===== src/rtl/pwm_bank_pkg.sv =====
package pwm_bank_pkg;
  typedef enum logic [1:0] {
    MODE_SINGLE = 2'd0,
    MODE_PAIR   = 2'd1,
    MODE_DIV    = 2'd2,
    MODE_RSVD   = 2'd3
  } pwm_mode_e;
endpackage


===== src/rtl/pwm_duty_regs.sv =====
// Staged duty registers, pair holding bytes, active copies and readback.
module pwm_duty_regs
  import pwm_bank_pkg::*;
#(
  parameter int NUM_CH = 6,
  parameter int DW     = 8,
  parameter int AW     = $clog2(NUM_CH)
) (
  input  logic                         clk,
  input  logic                         rst,
  input  logic                         pair_mode,
  input  logic                         load,
  input  logic                         wr_en,
  input  logic [AW-1:0]                wr_addr,
  input  logic [DW-1:0]                wr_data,
  input  logic [AW-1:0]                rd_addr,
  output logic [DW-1:0]                rd_data,
  output logic [NUM_CH-1:0][DW-1:0]    active
);
  localparam int NPAIR = NUM_CH / 2;

  logic [NUM_CH-1:0][DW-1:0] staged_q;
  logic [NPAIR-1:0][DW-1:0]  hold_q;
  logic                      addr_ok;

  assign addr_ok = (wr_addr < AW'(NUM_CH));

  always_ff @(posedge clk) begin
    if (rst) begin
      staged_q <= '0;
      hold_q   <= '0;
      active   <= '0;
      rd_data  <= '0;
    end else begin
      if (wr_en && addr_ok) begin
        if (pair_mode) begin
          if (!wr_addr[0]) begin
            hold_q[wr_addr[AW-1:1]] <= wr_data;
          end else begin
            staged_q[wr_addr]                <= wr_data;
            staged_q[{wr_addr[AW-1:1], 1'b0}] <= hold_q[wr_addr[AW-1:1]];
          end
        end else begin
          staged_q[wr_addr] <= wr_data;
        end
      end
      if (load) active <= staged_q;
      rd_data <= (rd_addr < AW'(NUM_CH)) ? staged_q[rd_addr] : '0;
    end
  end
endmodule


===== src/rtl/pwm_timebase.sv =====
// Shared period counter; wrap point depends on the mode.
module pwm_timebase
  import pwm_bank_pkg::*;
#(
  parameter int DW = 8,
  parameter int CW = 2 * DW
) (
  input  logic          clk,
  input  logic          rst,
  input  logic          tick,
  input  logic          restart,
  input  pwm_mode_e     mode,
  output logic [CW-1:0] cnt,
  output logic          load
);
  localparam logic [CW-1:0] LIM_SINGLE = CW'(2 ** DW - 2);
  localparam logic [CW-1:0] LIM_DIV    = CW'(2 ** DW - 1);
  localparam logic [CW-1:0] LIM_PAIR   = CW'(2 ** CW - 2);

  logic [CW-1:0] limit;
  logic          at_end;

  always_comb begin
    case (mode)
      MODE_PAIR: limit = LIM_PAIR;
      MODE_DIV:  limit = LIM_DIV;
      default:   limit = LIM_SINGLE;
    endcase
  end

  assign at_end = (cnt >= limit);
  assign load   = restart | (tick & at_end);

  always_ff @(posedge clk) begin
    if (rst || restart) cnt <= '0;
    else if (tick)      cnt <= at_end ? '0 : cnt + 1'b1;
  end
endmodule


===== src/rtl/pwm_chan.sv =====
// Per-channel comparator for the three duty modes.
module pwm_chan
  import pwm_bank_pkg::*;
#(
  parameter int DW   = 8,
  parameter int CW   = 2 * DW,
  parameter bit LEAD = 1'b1
) (
  input  pwm_mode_e     mode,
  input  logic [CW-1:0] cnt,
  input  logic [DW-1:0] duty,
  input  logic [DW-1:0] duty_hi,
  output logic          level
);
  localparam int HW = DW / 2;

  logic [HW-1:0] slot, pos, rev;
  logic          extra;
  logic [HW:0]   span;

  assign slot = cnt[DW-1:HW];
  assign pos  = cnt[HW-1:0];

  always_comb begin
    for (int b = 0; b < HW; b++) rev[b] = slot[HW-1-b];
    extra = (rev < duty[HW-1:0]);
    span  = {1'b0, duty[DW-1:HW]} + {{HW{1'b0}}, extra};
    case (mode)
      MODE_PAIR: level = LEAD ? (cnt < {duty_hi, duty}) : 1'b0;
      MODE_DIV:  level = ({1'b0, pos} < span);
      default:   level = (cnt < {{(CW-DW){1'b0}}, duty});
    endcase
  end
endmodule


===== src/rtl/pwm_bank.sv =====
module pwm_bank
  import pwm_bank_pkg::*;
#(
  parameter  int NUM_CH = 6,
  parameter  int DW     = 8,
  localparam int AW     = $clog2(NUM_CH)
) (
  input  logic              clk,
  input  logic              rst,
  input  logic              tick,
  input  logic [1:0]        mode,
  input  logic              wr_en,
  input  logic [AW-1:0]     wr_addr,
  input  logic [DW-1:0]     wr_data,
  input  logic [AW-1:0]     rd_addr,
  output logic [DW-1:0]     rd_data,
  output logic [NUM_CH-1:0] pwm_out
);
  localparam int CW = 2 * DW;

  pwm_mode_e                 mode_in, mode_q;
  logic                      restart, load;
  logic [CW-1:0]             cnt;
  logic [NUM_CH-1:0][DW-1:0] active, hi_byte;
  logic [NUM_CH-1:0]         level;

  assign mode_in = pwm_mode_e'(mode);
  assign restart = (mode_in != mode_q);

  always_ff @(posedge clk) begin
    if (rst) mode_q <= MODE_SINGLE;
    else     mode_q <= mode_in;
  end

  pwm_duty_regs #(.NUM_CH(NUM_CH), .DW(DW), .AW(AW)) u_regs (
    .clk(clk), .rst(rst), .pair_mode(mode_q == MODE_PAIR), .load(load),
    .wr_en(wr_en), .wr_addr(wr_addr), .wr_data(wr_data),
    .rd_addr(rd_addr), .rd_data(rd_data), .active(active)
  );

  pwm_timebase #(.DW(DW), .CW(CW)) u_tb (
    .clk(clk), .rst(rst), .tick(tick), .restart(restart),
    .mode(mode_q), .cnt(cnt), .load(load)
  );

  for (genvar i = 0; i < NUM_CH; i++) begin : g_ch
    if (i % 2 == 0) begin : g_lead
      assign hi_byte[i] = active[i+1];
    end else begin : g_follow
      assign hi_byte[i] = active[i];
    end
    pwm_chan #(.DW(DW), .CW(CW), .LEAD(i % 2 == 0)) u_chan (
      .mode(mode_q), .cnt(cnt), .duty(active[i]),
      .duty_hi(hi_byte[i]), .level(level[i])
    );
  end

  always_ff @(posedge clk) begin
    if (rst || restart) pwm_out <= '0;
    else if (tick)      pwm_out <= level;
  end
endmodule


===== config.mk =====
export PLATFORM = sky130hd
export DESIGN_NAME = pwm_bank
export DESIGN_NICKNAME = d
export VERILOG_FILES = /design/src/rtl/pwm_bank_pkg.sv /design/src/rtl/pwm_duty_regs.sv /design/src/rtl/pwm_timebase.sv /design/src/rtl/pwm_chan.sv /design/src/rtl/pwm_bank.sv
export SDC_FILE = /design/constraint.sdc
export NUM_CORES = 1
export LEC_CHECK = 0
export BUFFER_PORTS_ARGS = -buffer_cell sky130_fd_sc_hd__buf_2
export CORE_MARGIN = 2
export CORE_UTILIZATION = 28
export CTS_CLUSTER_DIAMETER = 30
export DETAILED_ROUTE_END_ITERATION = 10
export PLACE_DENSITY_LB_ADDON = 0.2
export SYNTH_ARGS = -nofsm -noshare
export SYNTH_HDL_FRONTEND = slang
export SYNTH_HIERARCHICAL = 1
export SYNTH_SLANG_ARGS = --single-unit

===== constraint.sdc =====
create_clock -name clk -period 2.8 [get_ports clk]
set_input_delay 0.56 -clock clk [delete_from_list [all_inputs] [get_ports clk]]
set_output_delay 0.56 -clock clk [all_outputs]
set_load 0.02 [all_outputs]

==> reports/qor.csv <==
stage,metric,value,unit
power_and_ir_drop,combinational power share,11.7,%
critical_path,worst-path cell chain,"buf_6, ha_4, a21o_1, a21o_1, a21oi_2, ha_2, buf_6, nand3_4, xnor2_4, ha_4, nor2_2, a31oi_2, o31ai_2, a32oi_1, o21ai_1, mux2i_1, nor4_1",
routing,DRC errors left,0,
global_route,total gr overflow,0,
logic_synthesis,"count leader, synth",dfxtp_1,
die,die area,36000,um^2
logic_synthesis,Post-synth top flop,dfxtp_1,
routing,via-per-instance ratio,4.98,
logic_synthesis,Synth Cell Area,9670,um^2
status,status,"complete, but fails checks",
logic_synthesis,most frequent cells after synthesis,"152 x dfxtp_1, 133 x ha_1, 103 x nor2_1",
logic_synthesis,syn_nets,1259,
finish,sequential cell area,3050,um^2
critical_path,stages on the worst setup path,17,
global_route,first-pass GRT wire length,46.8,mm
placed_design,number of placed cells counting well taps,1603,
sta,fin crit share,103,%
finish,layout cells sized above 1,18.2,%
die,Core ar.,34300,um^2
clocking,clock latency on the worst-skew pair,420,ps
critical_path,CP peak stage delay,380,ps
power_and_ir_drop,Psw,1.42,mW
clocking,Sink Count,152,
global_route,met3 Usage GRT,2.58,%
clocking,H-tree levels,4,
sta,worst hold slack,396,ps
finish,area of the multi-input gates,6270,um^2
critical_path,CP Launch Type,flop,
placed_design,GPL Wtd Cong,0.803,
power_and_ir_drop,VDD IR max,0.410,mV
sta,Rel. slew slack,57.8,%
critical_path,cell depth of the worst flop-to-flop path,17,
critical_path,CP bufs+invs,2,
clocking,Root Buffer,clkbuf_16,
sta,"Setup violations, final",6,
power_and_ir_drop,Int Power,3.59,mW
min_path,hold crit path type,in -> reg,
logic_synthesis,YS warnings,6,
finish,nets,1323,
die,die width,190,um
logic_synthesis,Post-Synthesis Cells,1106,
status,failing checks,setup timing,
placed_design,PortBufs,33,
finish,filler instances,3584,
logic_synthesis,sequential area share after synthesis,31.5,%
critical_path,CP max-delay cell,dfxtp_4,
die,Die Ht,190,um
global_route,pin count of the biggest net entering global routing,97,
logic_synthesis,share of the synthesized area in the top cell type,31.5,%
critical_path,Critical Path End Type,flop,
global_route,met1 GRT Util,23.1,%
critical_path,critical-path maximum fanout,6,
logic_synthesis,async set-reset flop share out of synthesis,0,%
clocking,Max Root-Sink Buffers,2,
logic_synthesis,synthesized flop and latch total,152,
sta,Slew Limit Fails,0,
die,initial core utilization,28.2,%
sta,Final min period,2890,ps
sta,worst setup margin,-92.9,ps
global_route,initial antenna violation count,2,
min_path,hold-critical path depth,2,
sta,Least-Margin Pin Slew,629,ps
global_route,vias in the first global route,8116,
power_and_ir_drop,Net Sw Frac,28.4,%
routing,DRT antenna net count,0,
sta,final number of hold-violating endpoints,0,
sta,TNS Setup,-328,ps
routing,drt first pass iters,5,
global_route,met2 Use GR,27.2,%
power_and_ir_drop,Sequential Power Share,44.7,%
die,# rows,68,
finish,Area growth syn-to-layout,19.1,%
power_and_ir_drop,Leak,4.65,nW
sta,f_max,346,MHz
power_and_ir_drop,Clk pwr share,43.6,%
logic_synthesis,main area contributors after synthesis,"dfxtp_1 31%, ha_1 17%, mux2i_1 7.2%, a21oi_1 4.6%, nor2_1 4.0%",
logic_synthesis,number of distinct library cells after synthesis,63,
finish,post-route insts no fill,1639,
critical_path,Worst path top cell family by delay,compound AO/OA/AOI/OAI gates,
global_route,Top Usage Layer GRT,met2,
global_route,GRT Total Usage,16.7,%
critical_path,Crit path required time,3090,ps
clocking,CTS tree,done,
critical_path,WP data arrival,3180,ps
clocking,CTS Buf Count,17,
sta,clk_skew,14.8,ps
critical_path,crit path kind,reg -> reg,
logic_synthesis,number of synthesized flops with an enable pin,0,
power_and_ir_drop,PD cells,435,nW/um^2
clocking,Worst-path clk slew,70,ps
routing,WL final,29.6,mm
routing,DR vias,8164,
sta,RSZ-0062 raised after global routing,yes,
logic_synthesis,Mean Syn Cell Area,8.74,um^2
routing,DRT iter0 DRCs,415,
die,I/O pin cnt,34,
logic_synthesis,post-synth top area cell,dfxtp_1,
routing,Wirelength per Cell,18.1,um
job,max_cap viols,0,
placed_design,Post-DP HPWL,21.9,mm
-- power by group through the flow --
stage	sequential [mW]	clock (mW)	combinational [mW]
after floorplan	2.28	0	0.387
after global placement	2.29	0	0.568
after detailed placement	2.29	0	0.568
after CTS	2.24	2.25	0.582
after global routing	2.25	2.33	0.644
final	2.24	2.19	0.586
-- state kept, by name (all words and copies together) (netlist names) --
register,flops
pwm_out,6
u_regs/active,48
u_regs/rd_data,8
u_tb/cnt,16
u_regs/staged_q,48
u_regs/hold_q,24
mode_q,2
-- cells in the final DEF, fill, tap and decap left out, types with 9 or more instances in the layout --
| cell type | n |
|---|---|
| ha_4 | 9 |
| o21ai_0 | 63 |
| or3_1 | 10 |
| xor2_1 | 10 |
| buf_2 | 32 |
| dfxtp_1 | 147 |
| nand2_1 | 53 |
| mux2i_1 | 70 |
| a21o_1 | 15 |
| nand4_1 | 10 |
| a21oi_1 | 82 |
| ha_1 | 116 |
| a31oi_1 | 11 |
| nand3_1 | 37 |
| nor4_1 | 9 |
| o21ai_1 | 11 |
| clkbuf_16 | 17 |
| inv_1 | 95 |
| buf_4 | 63 |
| nand2b_1 | 10 |
| nor2_1 | 101 |
| a211oi_1 | 24 |
| xnor2_1 | 12 |
-- kinds of logic (layout without fill, tap and decap cells) --
group	Yosys count	count (layout)	synth area share, %
mux	78	78	9.11
other cells	0	1	0
compound gates	259	259	16.1
flops	152	152	31.5
buf+inv	155	232	6.69
fa+ha+maj	133	133	17.2
xor+xnor	29	29	2.78
simple gates	300	300	16.7
-- cell type report --
class / count / share of cell area (%)
sequential: 152 / 26.5
antenna: 1 / 0.0217
clock inverter: 13 / 1.01
multi-input combinational: 799 / 54.4
clock buffer: 19 / 3.76
timing repair buffer: 100 / 6.14
tap: 455 / 4.94
inverter: 100 / 3.26
-- path summary, 6_finish.rpt --
check / startpoint / endpoint / slack (ps)
hold reg to reg: u_regs/hold_q[13] / u_regs/hold_q[13] / 470
setup / recovery: u_tb/cnt[6] / pwm_out[4] / -90
hold / removal: mode[1] / mode_q[1] / 400
setup reg to reg: u_tb/cnt[6] / pwm_out[4] / -90
-- what timing repair did --
item                                    in CTS  in global routing
pin swaps                                   21                 27
buffers inserted                             3                  1
hold buffers                                 0                  0
resized for setup                           42                 26
endpoints found under the setup margin       6                  6
-- per-stage QoR --
stage               setup slack [ps]  power (mW)  util [%]  cell area [um^2]
finish                         -92.9        5.01      33.6             11500
global route                    -310        5.22      33.6             11500
CTS                            -99.4        5.07      33.2             11400
detailed placement              -232        2.86      31.0             10600
global placement                -221        2.86      31.0             10600
floorplan                        114        2.67         -              9670
-- per-layer routing --
metal,up-vias,wire length [um],part of all wire [%]
li1,4093,-,-
met1,3930,15100,51
met2,116,13300,45
met3,23,751,2.5
met4,2,452,1.5
met5,-,13,0.044
Note: power is estimated with default switching activity, not from simulation.
